### src/rtl/sfm_pkg.sv
package sfm_pkg;
  typedef enum logic [1:0] {
    ST_IDLE  = 2'd0,
    ST_WRITE = 2'd1,
    ST_READ  = 2'd2,
    ST_TURN  = 2'd3
  } sfm_state_e;
endpackage

### src/rtl/sfm_flag_credit.sv
// Decides whether one more transfer may be issued toward a flag boundary.
// The flags lag one edge; a near flag grants one word, which is consumed
// if a transfer was issued in the previous cycle.
module sfm_flag_credit (
  input  logic clk,
  input  logic rst_n,
  input  logic fire,
  input  logic near_n,
  input  logic hard_n,
  output logic allow
);
  logic fired_q;

  always_ff @(posedge clk) begin
    if (!rst_n) fired_q <= 1'b0;
    else        fired_q <= fire;
  end

  assign allow = near_n | (hard_n & ~fired_q);
endmodule

### src/rtl/sfm_pacer.sv
// Conservative mode: forbids a transfer in the cycle after one happened.
module sfm_pacer (
  input  logic clk,
  input  logic rst_n,
  input  logic half_rate,
  input  logic fire_any,
  output logic slot_ok
);
  logic gap_q;

  always_ff @(posedge clk) begin
    if (!rst_n) gap_q <= 1'b0;
    else        gap_q <= half_rate & fire_any;
  end

  assign slot_ok = ~(half_rate & gap_q);
endmodule

### src/rtl/sfm_rx_stage.sv
// Output register for the sink stream.
module sfm_rx_stage #(
  parameter int DATA_W = 16
) (
  input  logic              clk,
  input  logic              rst_n,
  input  logic              cap,
  input  logic [DATA_W-1:0] cap_data,
  input  logic              m_ready,
  output logic              m_valid,
  output logic [DATA_W-1:0] m_data,
  output logic              space
);
  always_ff @(posedge clk) begin
    if (!rst_n) begin
      m_valid <= 1'b0;
      m_data  <= '0;
    end else if (cap) begin
      m_valid <= 1'b1;
      m_data  <= cap_data;
    end else if (m_ready) begin
      m_valid <= 1'b0;
    end
  end

  assign space = ~m_valid | m_ready;
endmodule

### src/rtl/sfm_burst_fsm.sv
module sfm_burst_fsm
  import sfm_pkg::*;
(
  input  logic       clk,
  input  logic       rst_n,
  input  logic       can_wr,
  input  logic       can_rd,
  output sfm_state_e state
);
  sfm_state_e nxt;

  always_comb begin
    nxt = state;
    unique case (state)
      ST_IDLE:  if (can_wr) nxt = ST_WRITE;
                else if (can_rd) nxt = ST_READ;
      ST_WRITE: if (!can_wr && can_rd) nxt = ST_IDLE;
      ST_READ:  if (!can_rd && can_wr) nxt = ST_TURN;
      ST_TURN:  nxt = can_wr ? ST_WRITE : ST_IDLE;
      default:  nxt = ST_IDLE;
    endcase
  end

  always_ff @(posedge clk) begin
    if (!rst_n) state <= ST_IDLE;
    else        state <= nxt;
  end
endmodule

### src/rtl/sfifo_burst_master.sv
module sfifo_burst_master
  import sfm_pkg::*;
#(
  parameter int DATA_W = 16
) (
  input  logic              clk,
  input  logic              rst_n,
  input  logic              half_rate,
  input  logic              s_valid,
  output logic              s_ready,
  input  logic [DATA_W-1:0] s_data,
  output logic              m_valid,
  input  logic              m_ready,
  output logic [DATA_W-1:0] m_data,
  output logic [DATA_W-1:0] bus_wdata,
  output logic              bus_drive,
  input  logic [DATA_W-1:0] bus_rdata,
  output logic              wr_stb_n,
  output logic              rd_stb_n,
  output logic              oe_n,
  input  logic              full_n,
  input  logic              near_full_n,
  input  logic              empty_n,
  input  logic              near_empty_n
);
  sfm_state_e state;
  logic wr_allow, rd_allow, slot_ok, space;
  logic can_wr, can_rd, wr_fire, rd_fire;
  logic in_write, in_read;

  assign in_write = (state == ST_WRITE);
  assign in_read  = (state == ST_READ);
  assign can_wr   = s_valid & wr_allow;
  assign can_rd   = rd_allow & space;
  assign wr_fire  = in_write & can_wr & slot_ok;
  assign rd_fire  = in_read & can_rd & slot_ok;

  sfm_flag_credit u_wr_credit (
    .clk(clk), .rst_n(rst_n), .fire(wr_fire),
    .near_n(near_full_n), .hard_n(full_n), .allow(wr_allow)
  );

  sfm_flag_credit u_rd_credit (
    .clk(clk), .rst_n(rst_n), .fire(rd_fire),
    .near_n(near_empty_n), .hard_n(empty_n), .allow(rd_allow)
  );

  sfm_pacer u_pacer (
    .clk(clk), .rst_n(rst_n), .half_rate(half_rate),
    .fire_any(wr_fire | rd_fire), .slot_ok(slot_ok)
  );

  sfm_rx_stage #(.DATA_W(DATA_W)) u_rx (
    .clk(clk), .rst_n(rst_n), .cap(rd_fire), .cap_data(bus_rdata),
    .m_ready(m_ready), .m_valid(m_valid), .m_data(m_data), .space(space)
  );

  sfm_burst_fsm u_fsm (
    .clk(clk), .rst_n(rst_n), .can_wr(can_wr), .can_rd(can_rd), .state(state)
  );

  assign wr_stb_n  = ~wr_fire;
  assign rd_stb_n  = ~rd_fire;
  assign oe_n      = ~in_read;
  assign bus_drive = in_write;
  assign bus_wdata = s_data;
  assign s_ready   = wr_fire;
endmodule

### config.mk
export PLATFORM = sky130hd
export DESIGN_NAME = sfifo_burst_master
export DESIGN_NICKNAME = d
export VERILOG_FILES = /design/src/rtl/sfm_pkg.sv /design/src/rtl/sfm_flag_credit.sv /design/src/rtl/sfm_pacer.sv /design/src/rtl/sfm_rx_stage.sv /design/src/rtl/sfm_burst_fsm.sv /design/src/rtl/sfifo_burst_master.sv
export SDC_FILE = /design/constraint.sdc
export NUM_CORES = 1
export LEC_CHECK = 0
export CORE_UTILIZATION = 65
export DETAILED_ROUTE_END_ITERATION = 7
export DONT_BUFFER_PORTS = 1
export PLACE_DENSITY = 0.81
export SYNTH_ARGS = -nofsm -noshare
export SYNTH_HDL_FRONTEND = slang
export SYNTH_SLANG_ARGS = --single-unit
### constraint.sdc
create_clock -name clk -period 2.2 [get_ports clk]
set_input_delay 0.44 -clock clk [delete_from_list [all_inputs] [get_ports clk]]
set_output_delay 0.44 -clock clk [all_outputs]
set_load 0.05 [all_outputs]
# Yosys cells after proc, flatten, opt, wreduce, memory -nomap -nowiden
# Cells that the tools add are included.
# W data, S select, Z words.
[word_totals]
register_bits = 22
word_cells = 48
output_inout_bits = 38
input_bits = 41
[classes]
reduce_logical = 7
bitwise = 21
eq_ne = 6
n_mux = 8
[ops]
columns = ["op", "n"]
rows = [
  ["$and A1 B1 Y1", 10],
  ["$mux W2", 4],
  ["$pmux W2 S4", 1],
  ["$not A1 Y1", 7],
  ["$eq A2 B2 Y1 const B", 2],
  ["$ne A2 B1 Y1 const B", 2],
  ["$or A1 B1 Y1", 4],
  ["$mux W1", 3],
  ["$ne A3 B3 Y1 const B", 1],
  ["$reduce_and A3 Y1", 1],
  ["$eq A2 B1 Y1 const B", 1],
  ["$logic_and A1 B1 Y1", 2],
  ["$logic_not A1 Y1", 2],
  ["$logic_not A2 Y1", 1],
  ["$reduce_bool A2 Y1", 1],
]

# Logic depth before layout (Yosys ltp)
# Gate-level depths: netlist of the first run.
[logic_depth]
word_depth = 8
depth_mapped = 5
depth_no_buf = 4

# Hierarchy
# From an unflattened synthesis of the first run, not the netlist that was laid out.
[unflattened]
hier_cells = 103
hier_area_um2 = 1046.0
[modules_own_cells]
columns = ["module", "seq_area_each_um2", "area_per_inst_um2", "cells_each", "instances"]
rows = [
  ["sfm_rx_stage", 340.3, 653.1, 55, 1],
  ["sfifo_burst_master", 0.0, 200.2, 28, 1],
  ["sfm_burst_fsm", 40.0, 87.6, 9, 1],
  ["sfm_flag_credit", 20.0, 37.5, 4, 2],
  ["sfm_pacer", 20.0, 30.0, 3, 1],
]

# Worst setup path after synthesis of the first run
# No wires, ideal clock.
[synth_path]
path_kind = "in2out"
from = "input full_n"
to = "output s_ready"
path_slack_ns = 0.077
stages = 4
required_time_ns = 1.760
t_arrival_ns = 1.683
path_cell_list = "nor2b_1 > o21a_1 > nand3_1 > inv_1"
[synth_via]
elab_chain_cells = 5
[synth_lines]
columns = ["element", "line", "source"]
rows = [
  ["start: declaration", "sfifo_burst_master.sv:21", "input logic full_n,"],
  ["$and A1 B1 Y1", "sfm_flag_credit.sv:19", "assign allow = near_n | (hard_n & ~fired_q);"],
  ["$or A1 B1 Y1", "sfm_flag_credit.sv:19", ""],
  ["$and A1 B1 Y1", "sfifo_burst_master.sv:33", "assign can_wr = s_valid & wr_allow;"],
  ["$and A1 B1 Y1 (2 in a row)", "sfifo_burst_master.sv:35", "assign wr_fire = in_write & can_wr & slot_ok;"],
  ["end: declaration", "sfifo_burst_master.sv:10", "output logic s_ready,"],
]
# Every way passes these cells.

# Final worst setup path of the first run
[layout_path]
from = "register u_rd_credit.fired_q"
to = "output rd_stb_n"
[layout_via]
elab_chain_cells = 7
[layout_lines]
columns = ["element", "line", "source"]
rows = [
  ["start: declaration", "sfm_flag_credit.sv:12", "logic fired_q;"],
  ["start signal: assignment", "sfm_flag_credit.sv:16", "else fired_q <= fire;"],
  ["$not A1 Y1", "sfm_flag_credit.sv:19", ""],
  ["$and A1 B1 Y1", "sfm_flag_credit.sv:19", ""],
  ["$or A1 B1 Y1", "sfm_flag_credit.sv:19", ""],
  ["$and A1 B1 Y1", "sfifo_burst_master.sv:34", "assign can_rd = rd_allow & space;"],
  ["$and A1 B1 Y1 (2 in a row)", "sfifo_burst_master.sv:36", "assign rd_fire = in_read & can_rd & slot_ok;"],
  ["$not A1 Y1", "sfifo_burst_master.sv:63", "assign rd_stb_n = ~rd_fire;"],
  ["end: declaration", "sfifo_burst_master.sv:19", "output logic rd_stb_n,"],
]
# Every way passes these cells.

==> PnR_summary.wiki, run 1 <==
{| class="wikitable"
! Metric !! Value
|-
| Netlist area before placement || 0.00113 mm²
|-
| Final layout net count || about 150
|-
| Synthesized net count || between 150 and 200
|-
| Number of antenna-violating nets in the routed design || 0
|-
| Seq/Total Area, Yosys || between 30% and 40%
|-
| Largest net degree at the start of global routing || 35
|-
| Post-DP HPWL || between 1000 and 1500 µm
|-
| RSZ-0062 raised after global routing || no
|-
| Die Y || approximately 44 µm
|-
| Number of sinks on the clock net || 22
|-
| Drt drc || 7
|-
| Number of core rows || 14
|-
| Clock latency at the later pin of the worst-skew pair || roughly 290 ps
|-
| Commonest non-fill, non-tap cells in the layout || sky130_fd_sc_hd__dfxtp_1 (22), sky130_fd_sc_hd__nand2_1 (17), sky130_fd_sc_hd__o21ai_2 (16)
|-
| Fin Clk Skew || 2.58 ps
|-
| 1st-iter DRT viols || 16
|-
| Count of antenna diodes in the layout || 0
|-
| Clock-pin transition on the worst setup and hold timing paths || around 120 ps
|-
| Gate count after technology mapping || 117
|-
| # resized after CTS || 0
|-
| Final Max Slew Viols || 0
|-
| Total number of yosys warnings || 0
|-
| Leftover overflow at the end of global routing || 0
|-
| Post-Route Setup TNS || 0 ps
|-
| Total Power Consumption || 852 µW
|-
| MaxCap Viol Count || 0
|-
| Adder and majority cell fraction of the synthesized area || 0%
|-
| Overall die area || 0.00191 mm²
|-
| Final critical-path share of the clock period || 87.6%
|-
| DIE WIDTH || roughly 44 µm
|-
| Crit. End Element || primary output
|-
| Startpoint-to-endpoint class of the critical path || register to primary output
|-
| Power density over the cells || about 800 mW/mm²
|-
| Tmin final || 1930 ps
|-
| Per-cell routed wire length || between 15 and 20 µm
|-
| Failing checks || DRC
|-
| Vias in the first global route || between 600 and 700
|-
| Simple-gate area share of the yosys netlist || 24.9%
|-
| Most common library cell in the layout ignoring fill and taps || sky130_fd_sc_hd__dfxtp_1
|-
| Routed via count || 726
|-
| Hold violation count in the final report || 0
|-
| Final setup violation count || 0
|-
| Hold WC Path Type || primary input to register
|-
| Arr. time, crit path || between 1000 and 1500 ps
|-
| Syn avg cell area || a little under 10 µm²
|-
| Data required time at the worst endpoint || between 1500 and 2000 ps
|-
| Post-synthesis xor/xnor area fraction || 0%
|-
| Antenna violations before repair || 0
|-
| Core region area || 0.00156 mm²
|-
| Yosys cell types || 26
|-
| # hold bufs at CTS || 0
|-
| Port bufs || 0
|-
| Worst-path maximum fanout || 19
|-
| Global-route wire length before repair || between 2000 and 3000 µm
|-
| Compound-gate portion of the synthesized area || about a fifth
|-
| Buffers from clock root to sink, at most || 2
|-
| Mean number of vias per cell || 6.05
|-
| Post CTS Setup Buffer Count || 0
|-
| Layout cell share with drive strength beyond 1 || about two fifths
|-
| Rel. slew slack || between 30% and 40%
|-
| GRT Resource Usage Total || a little over a fifth
|-
| Count of pins on the block boundary || about 80
|-
| Area growth from synthesis to layout || -6.20%
|-
| Setup crit start kind || register
|-
| Routed WL || approximately 1900 µm
|-
| Worst slew pin tran || slightly below 1000 ps
|-
| Global placement routability congestion || slightly below 0.8
|-
| Mux cell area share after synthesis || 0%
|-
| Number of search-and-repair iterations in the first detailed-routing pass || 5
|-
| Clock buffer count from CTS || 3
|-
| Starting utilization of the core area || 72.5%
|-
| Level count of the clock H-tree || 1
|-
| Post-synthesis sequential element count || 22
|-
| Worst-case vdd ir drop || between 0.4 and 0.5 mV
|-
| Leakage component of the power || between 0.3 and 0.4 nW
|-
| Outcome || finished with violations
|-
| Largest family of logic cells by synthesized area || simple AND/OR/NAND/NOR gates
|-
| Clock root buffer || sky130_fd_sc_hd__clkbuf_4
|-
| Max Freq || 519 MHz
|-
| TritonCTS clock tree || done
|}
## synth_stat cells
master / n / area, µm²
sky130_fd_sc_hd__a21oi_1: 1 / 5.00
sky130_fd_sc_hd__nand3_2: 11 / 110
sky130_fd_sc_hd__nor3b_1: 1 / 7.51
sky130_fd_sc_hd__buf_4: 16 / 120
sky130_fd_sc_hd__nor2b_4: 2 / 27.5
sky130_fd_sc_hd__buf_2: 2 / 10.0
sky130_fd_sc_hd__nand3_1: 6 / 30.0
sky130_fd_sc_hd__o21bai_1: 1 / 7.51
sky130_fd_sc_hd__a22oi_1: 1 / 7.51
sky130_fd_sc_hd__nand2b_2: 1 / 8.76
sky130_fd_sc_hd__o2111ai_4: 1 / 26.3
sky130_fd_sc_hd__dfxtp_1: 22 / 440
sky130_fd_sc_hd__a21oi_2: 1 / 8.76
sky130_fd_sc_hd__and2b_4: 1 / 10.0
sky130_fd_sc_hd__nand2_1: 17 / 63.8
sky130_fd_sc_hd__o21a_1: 1 / 7.51
sky130_fd_sc_hd__inv_1: 4 / 15.0
sky130_fd_sc_hd__buf_6: 3 / 33.8
sky130_fd_sc_hd__o21ai_2: 16 / 140
sky130_fd_sc_hd__o2bb2ai_1: 1 / 8.76
sky130_fd_sc_hd__clkbuf_1: 2 / 7.51
sky130_fd_sc_hd__o21ai_0: 1 / 5.00
sky130_fd_sc_hd__nor2_1: 2 / 7.51
sky130_fd_sc_hd__and4b_1: 1 / 10.0
sky130_fd_sc_hd__o21ai_1: 1 / 5.00
sky130_fd_sc_hd__nor2b_1: 1 / 6.26
## cell families (layout without fill, tap and decap cells)
group,Yosys count,after routing
flops,22,22
compound gates,25,25
buf+inv,27,14
simple gates,43,43
## path summary, 6_finish.rpt
path	cells after the start	from	to	slack (ps)
min	2	bus_rdata[11]	u_rx.m_data[11]$_SDFFE_PN0P_	270
min reg2reg	1	u_fsm.state[0]$_SDFFE_PN0P_	u_fsm.state[1]$_SDFFE_PN0P_	540
max reg2reg	5	u_rd_credit.fired_q$_SDFF_PN0_	u_rx.m_data[8]$_SDFFE_PN0P_	440
max	2	u_rd_credit.fired_q$_SDFF_PN0_	rd_stb_n	270
## registers in the layout, indices dropped and copies added (netlist names)
| signal | flops |
|---|---|
| u_pacer.gap_q | 1 |
| u_wr_credit.fired_q | 1 |
| u_rx.m_data | 16 |
| u_rd_credit.fired_q | 1 |
| u_rx.m_valid | 1 |
| u_fsm.state | 2 |
## power by group
group,internal [mW],switching [mW]
sequential,0.423,0.0787
combinational,0.0466,0.0875
clock,0.101,0.116
total,0.570,0.282
## final cells by class
cell class                 instances  area [µm²]
sequential                        22         440
inverter                           4        15.0
multi-input combinational         68         503
clock buffer                       4        36.3
timing repair buffer               6        45.0
fill                             128         499
tap                               16        20.0
## per-layer routing
| metal | GRT usage [%] | share of wire [%] | up-vias |
|---|---|---|---|
| met5 | 0 | 0 | - |
| li1 | - | - | 353 |
| met1 | 25.3 | 38 | 321 |
| met2 | 33.1 | 49 | 38 |
| met4 | 14.4 | 3.2 | 0 |
| met3 | 5.00 | 10 | 14 |
## worst max-delay path, cell delays in order (launching register included)
cell and delay [ps]:
sky130_fd_sc_hd__dfxtp_1 370, sky130_fd_sc_hd__nor2b_4 50, sky130_fd_sc_hd__o2111ai_4 760
## metrics by stage
stage	setup WS (ps)	utilization (%)	hold WS, ps	cells	cell area, µm²
after floorplan	77.1	-	494	117	1130
after global placement	338	65.7	510	116	1020
after detailed placement	279	65.7	532	116	1020
after CTS	248	68.0	262	120	1060
after global routing	183	68.0	248	120	1060
final	272	68.0	267	120	1060
Power figures use the tool's default switching activity.
==> run 2: changes to the inputs <==
--- a/config.mk
+++ b/config.mk
@@ -5,10 +5,10 @@
 export SDC_FILE = /design/constraint.sdc
 export NUM_CORES = 1
 export LEC_CHECK = 0
-export CORE_UTILIZATION = 65
+export CORE_UTILIZATION = 54
 export DETAILED_ROUTE_END_ITERATION = 7
 export DONT_BUFFER_PORTS = 1
-export PLACE_DENSITY = 0.81
+export PLACE_DENSITY = 0.72
 export SYNTH_ARGS = -nofsm -noshare
 export SYNTH_HDL_FRONTEND = slang
 export SYNTH_SLANG_ARGS = --single-unit
==> constraint.sdc (replaced) <==
create_clock -name clk -period 1.7 [get_ports clk]
set_input_delay 0.34 -clock clk [delete_from_list [all_inputs] [get_ports clk]]
set_output_delay 0.34 -clock clk [all_outputs]
set_load 0.05 [all_outputs]
==> run 2 against run 1 <==
Worst setup slack worse by 250 ps. Clock skew is 0.69 ps higher. Sequential power is 30% higher. Die area is 19% higher. Routed wire length is 6.7% lower. Worst hold slack worse by 99 ps. Critical path type unchanged. Global-route usage is 5.9 points lower. Final area is 3.2% higher. Count of clock-buffer cells in the layout is 1 lower. The run now ends clean. Register-to-register slack worse by 290 ps.
==> PnR_summary.wiki, run 2 (synthesis results as in run 1) <==
{| class="wikitable"
! Metric !! Value
|-
| Post-place setup slack || 95.2 ps (-184 ps)
|-
| Drt drc || 0 (-7)
|-
| Internal power || 699 µW (+23%)
|-
| Die Y || 47.7 µm (+9.3%)
|-
| Worst setup slack for register-to-register paths || 150 ps (-290 ps)
|-
| Per-cell routed wire length || 13.9 µm (-14%)
|-
| Clock-pin transition on the worst setup and hold timing paths || 110 ps (about the same)
|-
| Hold-critical path depth || 2 (unchanged)
|-
| Most common library cell in the layout ignoring fill and taps || sky130_fd_sc_hd__dfxtp_1
|-
| Mean number of vias per cell || 5.42 (-10%)
|-
| Beginning of the worst hold path || bus_rdata[7]
|-
| Final critical-path share of the clock period || about 100%
|-
| Worst slew pin tran || 686 ps (-285 ps)
|-
| Hold violation count in the final report || 0 (unchanged)
|-
| Routed WL || 1810 µm (-6.7%)
|-
| Fill count || 191 (+49%)
|-
| Highest-delay cell along the critical path || sky130_fd_sc_hd__and2b_4
|-
| Layout cell share with drive strength beyond 1 || 46.6% (+5.3 points)
|-
| Worst-case vdd ir drop || 0.498 mV (+9.4%)
|-
| Family with the most delay on the worst path || simple AND/OR/NAND/NOR gates
|-
| Reg-to-Reg End || u_rx.m_data[10]$_SDFFE_PN0P_
|-
| Count of antenna diodes in the layout || 0 (unchanged)
|-
| MaxCap Viol Count || 0 (unchanged)
|-
| Outcome || completed
|-
| Arr. time, crit path || 1340 ps (-150 ps)
|-
| Level count of the clock H-tree || 1 (unchanged)
|-
| Tmin final || approximately 1700 ps
|-
| Crit. End Element || primary output
|-
| GRT Resource Usage Total || 15.2% (-5.9 points)
|-
| 1st-iter DRT viols || 7 (-9)
|-
| Leakage component of the power || 0.391 nW (-2.0%)
|-
| Hold WC Path Type || primary input to register
|-
| Leftover overflow at the end of global routing || 0 (unchanged)
|-
| Count of cells along the worst register-to-register path || 5 (unchanged)
|-
| Port bufs || 0 (unchanged)
|-
| Final layout net count || 146 (unchanged)
|-
| Clock root buffer || sky130_fd_sc_hd__clkbuf_4
|-
| Final setup violation count || 0 (unchanged)
|-
| DIE WIDTH || 47.7 µm (+9.3%)
|-
| # hold bufs at CTS || 0 (unchanged)
|-
| Clock latency at the later pin of the worst-skew pair || 290 ps (about the same)
|-
| Fin Clk Skew || 3.28 ps (+0.694 ps)
|-
| Register containing the most flip-flops in the final layout || u_rx.m_data
|-
| Final Max Slew Viols || 0 (unchanged)
|-
| Portion of total power attributed to combinational logic || 17.6% (+1.9 points)
|-
| Final worst setup slack || 22.7 ps (-250 ps)
|-
| Vias in the first global route || 589 (-10%)
|-
| Setup crit start kind || register
|-
| Clock share of power || 21.1% (-4.3 points)
|-
| Power share of the sequential group || 61.3% (+2.4 points)
|-
| RSZ-0062 raised after global routing || yes
|-
| Starting utilization of the core area || 57.6% (-15 points)
|-
| Top flop regs || u_rx.m_data: 16 flops, u_fsm.state: 2 flops
|-
| Worst-path maximum fanout || 4 (-15)
|-
| Number of standard cells in the final layout excluding fillers || 130 (+8.3%)
|-
| Overall die area || 0.00228 mm² (+19%)
|-
| Data required time at the worst endpoint || 1360 ps (-400 ps)
|-
| Number of search-and-repair iterations in the first detailed-routing pass || 4 (-1)
|-
| Max Freq || 596 MHz
|-
| Rel. slew slack || 54.3% (+19 points)
|-
| Antenna violations before repair || 0 (unchanged)
|-
| Fraction of power spent switching nets || 34.0% (+0.87 points)
|-
| Final hold slack || 168 ps (-99.3 ps)
|-
| Worst path bufs/invs || 1 (+1)
|-
| Number of antenna-violating nets in the routed design || 0 (unchanged)
|-
| Reg2Reg Launch Point || u_rd_credit.fired_q$_SDFF_PN0_
|-
| Cell count after placement || 126 (+8.6%)
|-
| TritonCTS clock tree || done
|-
| CP peak stage delay || 380 ps (-380 ps)
|-
| Commonest non-fill, non-tap cells in the layout || sky130_fd_sc_hd__dfxtp_1 (19), sky130_fd_sc_hd__nand2_1 (17), sky130_fd_sc_hd__o21ai_2 (16)
|-
| Largest net degree at the start of global routing || 35 (unchanged)
|-
| Power density over the cells || 968 mW/mm² (+20%)
|-
| Routed via count || 705 (-2.9%)
|-
| Core region area || 0.00196 mm² (+26%)
|-
| Startpoint-to-endpoint class of the critical path || register to primary output
|-
| Global-route wire length before repair || 2410 µm (-19%)
|-
| Number of sinks on the clock net || 22 (unchanged)
|-
| Net load switching power || 360 µW (+28%)
|-
| Area growth from synthesis to layout || -3.21%
|-
| Post-DP HPWL || 1340 µm (-8.8%)
|-
| Buffers from clock root to sink, at most || 2 (unchanged)
|-
| Number of core rows || 16 (+2)
|-
| Clock buffer count from CTS || 3 (unchanged)
|-
| CP cell instances || and2b_4, nand3_4, clkinvlp_4
|-
| Max reg flops || 16 (unchanged)
|-
| Worst Hold Endpoint || u_rx.m_data[7]$_SDFFE_PN0P_
|-
| Global placement routability congestion || 0.778 (-0.72%)
|-
| Count of pins on the block boundary || 79 (unchanged)
|}
[run 2: timing repair]
item / in CTS / in global routing
setup endpoints to repair: 2 / 3
pin swaps: 1 / 1
resized for setup: 3 / 2
gates cloned: 0 / 0
setup buffers: 1 / 0
[run 2: per-stage QoR]
step	util (%)	cell area [µm²]	power [mW]	setup TNS [ps]
2_1_floorplan	-	1140	0.928	0
3_3_place_gp	53.6	1050	0.836	0
6_report	55.7	1090	1.06	0
5_1_grt	55.7	1090	1.11	-77.4
4_1_cts	55.6	1090	1.08	0
3_5_place_dp	53.6	1050	0.841	0
[run 2: worst max path at each step]
stage / depth (start not counted) / from / endpoint / slack [ps]
finish: 3 / u_fsm.state[1]$_SDFFE_PN0P_ / s_ready / 20
CTS: 3 / u_fsm.state[1]$_SDFFE_PN0P_ / s_ready / 2
floorplan: 3 / u_fsm.state[0]$_SDFFE_PN0P_ / s_ready / 10
global route: 3 / u_fsm.state[1]$_SDFFE_PN0P_ / s_ready / -40
detailed placement: 5 / empty_n / u_rx.m_data[10]$_SDFFE_PN0P_ / 100
global placement: 5 / empty_n / u_rx.m_data[9]$_SDFFE_PN0P_ / 130
[run 2: layer usage]
layer | vias to the layer above | global-route usage, % | routed length, µm
met1 | 314 | 17.9 | 736
met2 | 39 | 23.2 | 899
met4 | 0 | 8.33 | 4
met3 | 2 | 6.42 | 168
met5 | - | 0 | 0
li1 | 350 | - | -
[run 2: layout make-up]
cell class	count	area [µm²]	area share [%]
Inverter	4	18.8	1.72
Tap cell	27	33.8	3.09
Timing Repair Buffer	6	57.6	5.26
Multi-Input combinational cell	68	517	47.3
Clock buffer	3	22.5	2.06
Sequential cell	22	444	40.6
[run 2: power groups by stage]
stage | Combinational [mW] | Sequential, mW | Clock (mW)
floorplan | 0.268 | 0.660 | 0
global placement | 0.176 | 0.659 | 0
detailed placement | 0.181 | 0.660 | 0
CTS | 0.188 | 0.649 | 0.243
global route | 0.202 | 0.654 | 0.257
finish | 0.187 | 0.649 | 0.223
